==> src/rtl/adc_ser_pkg.sv <==
package adc_ser_pkg;

    typedef enum logic {
        ST_OFF,
        ST_SHIFT
    } ser_state_t;

    typedef enum logic [1:0] {
        SEL_DATA = 2'd0,
        SEL_ONE  = 2'd1,
        SEL_ALT  = 2'd2,
        SEL_RSVD = 2'd3
    } pat_sel_t;

endpackage

==> src/rtl/ser_frame_ctrl.sv <==
module ser_frame_ctrl
    import adc_ser_pkg::*;
#(
    parameter int W = 12
) (
    input  logic clk,
    input  logic rst_n,
    input  logic pd,
    output logic run,
    output logic load,
    output logic shift_en,
    output logic bit_clk,
    output logic frame_clk
);
    localparam int CW   = $clog2(W);
    localparam int HALF = W / 2;
    localparam logic [CW-1:0] LAST = CW'(W - 1);

    ser_state_t    st, st_nx;
    logic [CW-1:0] cnt;

    // state register
    always_ff @(posedge clk or negedge rst_n) begin
        if (!rst_n) st <= ST_OFF;
        else        st <= st_nx;
    end

    always_comb begin
        st_nx = st;
        unique case (st)
            ST_OFF:   st_nx = pd ? ST_OFF : ST_SHIFT;
            ST_SHIFT: st_nx = pd ? ST_OFF : ST_SHIFT;
            default:  st_nx = ST_OFF;
        endcase
    end

    // bit position within the current word
    always_ff @(posedge clk or negedge rst_n) begin
        if (!rst_n)        cnt <= '0;
        else if (load)     cnt <= '0;
        else if (shift_en) cnt <= cnt + 1'b1;
        else               cnt <= '0;
    end

    // outputs
    always_comb begin
        run       = (st == ST_SHIFT);
        load      = !pd && ((st == ST_OFF) || (cnt == LAST));
        shift_en  = !pd && (st == ST_SHIFT) && (cnt != LAST);
        bit_clk   = run && !cnt[0];
        frame_clk = run && (int'(cnt) < HALF);
    end

endmodule

==> src/rtl/ser_pattern_mux.sv <==
module ser_pattern_mux
    import adc_ser_pkg::*;
#(
    parameter int W   = 12,
    parameter int NCH = 4
) (
    input  logic             clk,
    input  logic             rst_n,
    input  logic [1:0]       sel,
    input  logic [NCH*W-1:0] din,
    output logic [NCH*W-1:0] word,
    output logic             err
);
    pat_sel_t     sel_t;
    logic [W-1:0] pat_one, pat_alt;

    always_comb begin
        sel_t   = pat_sel_t'(sel);
        pat_one = '0;
        pat_one[W-1] = 1'b1;
        for (int b = 0; b < W; b++) pat_alt[b] = (((W - 1 - b) % 2) == 0);
    end

    for (genvar c = 0; c < NCH; c++) begin : g_ch
        always_comb begin
            unique case (sel_t)
                SEL_ONE: word[c*W +: W] = pat_one;
                SEL_ALT: word[c*W +: W] = pat_alt;
                default: word[c*W +: W] = din[c*W +: W];
            endcase
        end
    end

    always_ff @(posedge clk or negedge rst_n) begin
        if (!rst_n)                 err <= 1'b0;
        else if (sel_t == SEL_RSVD) err <= 1'b1;
    end

endmodule

==> src/rtl/ser_lane.sv <==
module ser_lane #(
    parameter int W = 12
) (
    input  logic         clk,
    input  logic         rst_n,
    input  logic         load,
    input  logic         shift_en,
    input  logic [W-1:0] word,
    output logic         msb
);
    logic [W-1:0] sr;

    always_ff @(posedge clk or negedge rst_n) begin
        if (!rst_n)        sr <= '0;
        else if (load)     sr <= word;
        else if (shift_en) sr <= {sr[W-2:0], 1'b0};
    end

    assign msb = sr[W-1];

endmodule

==> src/rtl/adc_ddr_serializer.sv <==
module adc_ddr_serializer #(
    parameter int W   = 12,
    parameter int NCH = 4
) (
    input  logic             clk,
    input  logic             rst_n,
    input  logic             pd,
    input  logic [1:0]       pat_sel,
    input  logic [NCH*W-1:0] din,
    output logic [NCH-1:0]   lane_dat,
    output logic [NCH-1:0]   lane_oe,
    output logic             bit_clk,
    output logic             frame_clk,
    output logic             sel_err
);
    logic             run, load, shift_en;
    logic [NCH*W-1:0] word;
    logic [NCH-1:0]   msb;

    ser_frame_ctrl #(.W(W)) u_ctrl (
        .clk(clk), .rst_n(rst_n), .pd(pd),
        .run(run), .load(load), .shift_en(shift_en),
        .bit_clk(bit_clk), .frame_clk(frame_clk)
    );

    ser_pattern_mux #(.W(W), .NCH(NCH)) u_mux (
        .clk(clk), .rst_n(rst_n), .sel(pat_sel), .din(din),
        .word(word), .err(sel_err)
    );

    for (genvar c = 0; c < NCH; c++) begin : g_lane
        ser_lane #(.W(W)) u_lane (
            .clk(clk), .rst_n(rst_n), .load(load), .shift_en(shift_en),
            .word(word[c*W +: W]), .msb(msb[c])
        );
        assign lane_dat[c] = run & msb[c];
        assign lane_oe[c]  = run;
    end

endmodule

==> config.mk <==
export PLATFORM = sky130hd
export DESIGN_NAME = adc_ddr_serializer
export DESIGN_NICKNAME = d
export VERILOG_FILES = /design/src/rtl/adc_ser_pkg.sv /design/src/rtl/ser_frame_ctrl.sv /design/src/rtl/ser_pattern_mux.sv /design/src/rtl/ser_lane.sv /design/src/rtl/adc_ddr_serializer.sv
export SDC_FILE = /design/constraint.sdc
export NUM_CORES = 1
export LEC_CHECK = 0
export CORE_UTILIZATION = 44
export CTS_CLUSTER_DIAMETER = 60
export DETAILED_ROUTE_END_ITERATION = 6
export GPL_ROUTABILITY_DRIVEN = 1
export MAX_ROUTING_LAYER = met4
export PLACE_DENSITY = 0.85
export SYNTH_ARGS = -nofsm -noshare
export SYNTH_HDL_FRONTEND = slang
export SYNTH_SLANG_ARGS = --single-unit
export TNS_END_PERCENT = 50
==> constraint.sdc <==
create_clock -name clk -period 1.5 [get_ports clk]
set_input_delay 0.3 -clock clk [delete_from_list [all_inputs] [get_ports clk]]
set_output_delay 0.3 -clock clk [all_outputs]
set_load 0.03 [all_outputs]
==> results.cfg, run 1 <==
[min_path]
min_to = u_mux.err
hp-class = in2reg
hold_start = pat_sel[1]
whs_path_depth = 3

[synth]
yosys-top-cells-area = dfrtp_1 (53%), a221o_1 (9.9%), o221ai_1 (6.6%), inv_1 (3.9%), a21oi_1 (3.8%)
synth_most_common_cell = dfrtp_1
synth_common_cells = dfrtp_1 (54), inv_1 (26), a221o_1 (25), nor2_1 (20)
synth_top_area_frac = 0.534
async_flop_share = 1.00
syn_avg_cell_area_um2 = 10.6
netlist_instances = 239
seq_area_frac_synth = 0.534
ys_seq_elements = 54
synth_warnings = 0
syn_nets = 295
synth_ff_type = dfrtp_1
synth_top_area_cell = dfrtp_1
synthDistinctLibCells = 28
synth_area_um2 = 2530
synth_edf_count = 0

[power]
power.density_nw_per_um2 = 941
pwr-share-seq = 0.499
total_power_mw = 3.44
power_frac_comb = 0.230
p_sw_frac = 0.272
power.share.clock = 0.271
p_leak_nw = 1.63
vdd_drop_max_v = 0.000451
p_int_mw = 2.51
p_sw_uw = 934

[critical_path]
rr_worst_depth = 5
startpoint_type = flop
critPathRequiredTime_ns = 1.75
crit_path_end_kind = flop
cp_max_fo = 5
worst_ep_arrival_time_ns = 1.80
cp_cell_sequence = buf_4, nand3b_1, buf_4, a211oi_1, a221o_1
worst_path_most_repeated_cell = buf_4
cp_slowest_stage_delay_ns = 0.39
regToRegEndpoint = g_lane[3].u_lane.sr[1]
timing.rr.start = u_ctrl.cnt[2]
reg2reg_slack_ns = -0.05
slowest_stage = dfrtp_1
worstSetupPathType = reg2reg

[timing]
hold_viol_final = 0
worst_pin_slew_ns = 0.331
min_period_ns = 1.55
tns_ns = -0.644
finalWorstSetupSlack_ns = -0.0463
finalMaxSlewViolations = 0
setup_violations = 26
rsz0062_at_grt = yes
clock-skew-final_ns = 0.00882
finalCritPeriodShare = 1.03
relSlewSlack = 0.778
fmax_mhz = 647

[layout]
synthToLayoutAreaGrowth_pct = 44.5
finish.utilization = 0.660
layout-drive-gt1-share = 0.231
nNetsFinal = 379
diodes = 0
nFillCells = 414

[route]
drc = 0
wirelength_um = 7100
dr_total_vias = 2342
drt_iter0_drc = 246
postRouteAntennaNets = 0
wl_per_cell_um = 17.9
vias_per_cell = 5.91
drt_pass1_iterations = 4

[status]
status = finished with violations
violations = setup timing

[clocking]
clock_path_buffers = 2
cts_max_level = 2
cts_root_buf = clkbuf_8
clk_latency_ns = 0.31
cts_buffers = 5
clk_pin_slew_worst_paths_ns = 0.10
cts_tree = done
cts_sinks = 54

[global_routing]
antenna_found_initial = 0
grt_pass1_wl_um = 11100
grt_pass1_vias = 2290
gr-usage-all-layers = 0.245
gr-total-overflow = 0
grt_max_degree = 55

[placement]
dp_hpwl_um = 4480
place.gp.congestion = 0.805
io_buffers = 63

[floorplanning]
start_util = 0.457
core_um2 = 5540
die_width_um = 77.8
die_area_um2 = 6060
io-pin-count = 64
fp.dieH_um = 77.8
row_count = 27

[run]
drv_cap = 0
[logic make-up (layout without fill, tap and decap cells)]
family / after synthesis / count (layout) / synth area share
AO/OA/AOI/OAI: 75 / 77 / 0.246
AND/OR/NAND/NOR: 55 / 55 / 0.103
flip-flops: 54 / 54 / 0.534
buffers and inverters: 49 / 132 / 0.0905
adder cells (fa/ha/maj): 3 / 3 / 0.0148
XOR/XNOR: 2 / 2 / 0.00693
multiplexers: 1 / 1 / 0.00396
[layer usage]
metal / global-route usage / wire, µm
met5: - / 0
met4: 0.0755 / 99
met1: 0.332 / 2920
met3: 0.0365 / 584
met2: 0.381 / 3500
[cell usage in the layout (no fill, tap or decap), types with 2 or more instances in the layout]
cell type	Yosys	layout
dfrtp_1	54	54
clkdlybuf4s50_1	0	49
buf_4	5	30
a221o_1	25	25
inv_1	26	24
nor2_1	20	20
nand2_1	19	19
o221ai_1	19	18
a21oi_1	19	17
buf_6	2	10
clkbuf_8	0	8
and2_1	9	5
and2_4	0	4
a22o_1	4	4
o211a_4	1	3
a221oi_1	4	3
buf_12	0	3
a21oi_2	0	2
ha_4	0	2
buf_2	9	2
dlygate4sd2_1	0	2
[power groups by stage]
stage | clock network [mW] | registers [mW] | logic, mW
CTS | 0.948 | 1.71 | 0.745
finish | 0.934 | 1.72 | 0.792
global route | 1.02 | 1.73 | 0.853
global placement | 0 | 1.73 | 0.690
floorplan | 0 | 1.71 | 0.394
detailed placement | 0 | 1.74 | 0.712
[flip-flops by register name (all words and copies together) (netlist names)]
register and flops:
u_ctrl.cnt 4, u_mux.err 1, g_lane.u_lane.sr 48, u_ctrl.run 1
[cell type report]
class                           instances  area [µm²]  area share
Tap cell                               72        90.1      0.0246
Clock buffer                            8         110      0.0301
Sequential cell                        54        1350       0.370
Timing Repair Buffer                   98         938       0.257
Multi-Input combinational cell        138        1060       0.291
Inverter                               26         101      0.0277
[what timing repair did]
| item | in CTS | in global routing |
|---|---|---|
| hold buffers | 1 | 0 |
| pin swaps | 7 | 12 |
| endpoints found under the setup margin | 50 | 50 |
| gates resized for setup | 12 | 22 |
| setup buffers | 1 | 6 |
| gates cloned | 3 | 1 |
| endpoints found under the hold margin | 54 | 0 |
[how the worst max path moves through the flow]
stage | startpoint | to | slack (ns) | cells past startpoint
4_1_cts | u_ctrl.run | bit_clk | -0.07 | 3
6_report | u_ctrl.cnt[2] | g_lane[3].u_lane.sr[1] | -0.05 | 5
3_3_place_gp | pat_sel[0] | g_lane[1].u_lane.sr[2] | -0.43 | 5
2_1_floorplan | u_ctrl.cnt[1] | g_lane[0].u_lane.sr[10] | -0.07 | 5
5_1_grt | u_ctrl.cnt[0] | g_lane[3].u_lane.sr[1] | -0.1 | 5
3_5_place_dp | pat_sel[0] | g_lane[2].u_lane.sr[2] | -0.47 | 5
[critical path: cells and delay by family, from the launching register on]
family          cells  cell delay (ns)
simple gates        1             0.28
flops               1             0.39
compound gates      2             0.46
buf+inv             2             0.36
[per-stage QoR]
| step | hold WS [ns] | instance area [µm²] | setup slack, ns | instances |
|---|---|---|---|---|
| after global placement | 0.316 | 3320 | -0.430 | 376 |
| after floorplan | 0.00441 | 2540 | -0.0736 | 239 |
| after global routing | 0.473 | 3660 | -0.0995 | 396 |
| after CTS | 0.472 | 3520 | -0.0669 | 389 |
| after detailed placement | 0.313 | 3320 | -0.465 | 376 |
| final | 0.432 | 3660 | -0.0463 | 396 |
Note: power is estimated with default switching activity, not from simulation.
==> inputs of run 2 (changes only) <==
ABC_CLOCK_PERIOD_IN_PS = 1500   (was not set)
CORE_UTILIZATION = 25   (was 44)
CTS_CLUSTER_DIAMETER = 50   (was 60)
PLACE_DENSITY = 0.57   (was 0.85)
==> run 2 against run 1 <==
  * Total power is 2.6% lower
  * Global-route usage decreased by 9.5 points
  * The flow still finishes with violations (setup timing)
  * Critical path depth down 2
  * First-iteration DRC count decreased by 48%
  * Largest power group unchanged
  * Wire length up 5.0%
  * Sequential share of layout area is 0.57 points lower
  * Clock skew is 0.0065 ns higher
  * Worst hold slack better by 0.060 ns
  * Register-to-register slack better by 0.03 ns
  * Fmax grew 0.56%
  * Via count is 6.1% lower
  * Clock power shrank 8.1%
==> results.cfg, run 2 (synthesis results as in run 1) <==
[floorplanning]
io-pin-count = 64
die_width_um = 103
fp.dieH_um = 103
start_util = 0.259
die_area_um2 = 10500
core_um2 = 9770
row_count = 36

[timing]
relSlewSlack = 0.798
finalMaxSlewViolations = 0
rsz0062_at_grt = yes
fmax_mhz = 650
hold_viol_final = 0
tns_ns = -0.238
worst_pin_slew_ns = 0.304
clock-skew-final_ns = 0.0153
min_period_ns = 1.54
finalCritPeriodShare = 1.03
finalWorstSetupSlack_ns = -0.0376
setup_violations = 23
holdWs_ns = 0.492

[critical_path]
crit_path_end_kind = primary output
cp_max_fo = 4
worst_ep_arrival_time_ns = 1.24
critPathRequiredTime_ns = 1.20
startpoint_type = flop
worstSetupPathType = reg2out

[power]
vdd_drop_max_v = 0.000405
power.density_nw_per_um2 = 902
total_power_mw = 3.35
p_leak_nw = 1.62

[status]
violations = setup timing
status = finished with violations

[route]
drt_iter0_drc = 128
wirelength_um = 7460
wl_per_cell_um = 16.4
vias_per_cell = 4.82
drt_pass1_iterations = 4
drc = 0
postRouteAntennaNets = 0
dr_total_vias = 2199

[global_routing]
grt_pass1_wl_um = 11500
gr-total-overflow = 0
antenna_found_initial = 0
grt_max_degree = 55
grt_pass1_vias = 2277
gr-usage-all-layers = 0.149

[layout]
regMostFlops = g_lane.u_lane.sr
layout-drive-gt1-share = 0.226
mostFrequentLayoutCells = dfrtp_1 (54), clkdlybuf4s50_1 (48), buf_4 (26), a221o_1 (25), inv_1 (24)
finish.utilization = 0.380
diodes = 0
final_common_cell = dfrtp_1
largest_register_ffs = 48
nNetsFinal = 378
reg_top3 = g_lane.u_lane.sr: 48 flops, u_ctrl.cnt: 4 flops
synthToLayoutAreaGrowth_pct = 46.8
nFillCells = 1002

[clocking]
cts_buffers = 5
cts_max_level = 2
clk_pin_slew_worst_paths_ns = 0.10
clock_path_buffers = 2
clk_latency_ns = 0.31
cts_tree = done
cts_root_buf = clkbuf_8
cts_sinks = 54

[run]
drv_cap = 0

[min_path]
hp-class = reg2reg

[placement]
dp_hpwl_um = 4810
io_buffers = 63
place.gp.congestion = 0.810
run 2: layout make-up:
cell class,count,area (µm²),area share
sequential,54,1350,0.364
multi-input combinational,139,1060,0.286
timing repair buffer,96,932,0.251
tap,133,166,0.0448
inverter,26,105,0.0283
clock buffer,6,82.6,0.0222
clock inverter,2,12.5,0.00337
run 2: per-stage QoR:
stage               cell area (µm²)  std cells  worst slack, ns
detailed placement             3390        436           -0.498
finish                         3710        456          -0.0376
global placement               3390        436           -0.473
floorplan                      2540        239          -0.0736
CTS                            3580        449          -0.0763
global route                   3710        456          -0.0944
run 2: timing repair:
action / in CTS / in global routing
hold endpoints to repair: 43 / 0
resized for setup: 13 / 22
hold buffers: 1 / 0
gates cloned: 3 / 3
setup endpoints to repair: 54 / 50
buffers inserted: 1 / 4
pin swaps: 4 / 12
run 2: worst max-delay path: stages, from the launching register on:
cell and delay [ns]:
dfrtp_1 0.41, clkinvlp_4 0.16, a211oi_2 0.17, buf_4 0.19
run 2: final timing paths:
kind                       slack, ns  cells past startpoint                       to     startpoint
setup / recovery               -0.04                      3                frame_clk     u_ctrl.run
hold / removal                  0.49                      1                u_mux.err      u_mux.err
setup reg to reg               -0.02                      5   g_lane[1].u_lane.sr[8]  u_ctrl.cnt[0]
hold reg to reg                 0.49                      1                u_mux.err      u_mux.err
max in group asynchronous       0.74                      3   g_lane[1].u_lane.sr[1]          rst_n
min in group asynchronous       0.50                      3  g_lane[0].u_lane.sr[10]          rst_n
run 2: per-layer routing:
metal / part of all wire / track usage
met1: 0.49 / 0.197
met2: 0.47 / 0.237
met3: 0.039 / 0.0285
met4: 0.0078 / 0.0363
met5: 0 / -
run 2: power by group:
part	switching [mW]	leakage, nW	internal (mW)
clock	0.485	0.0472	0.372
sequential	0.0828	0.700	1.63
combinational	0.373	0.874	0.412
total	0.941	1.62	2.41
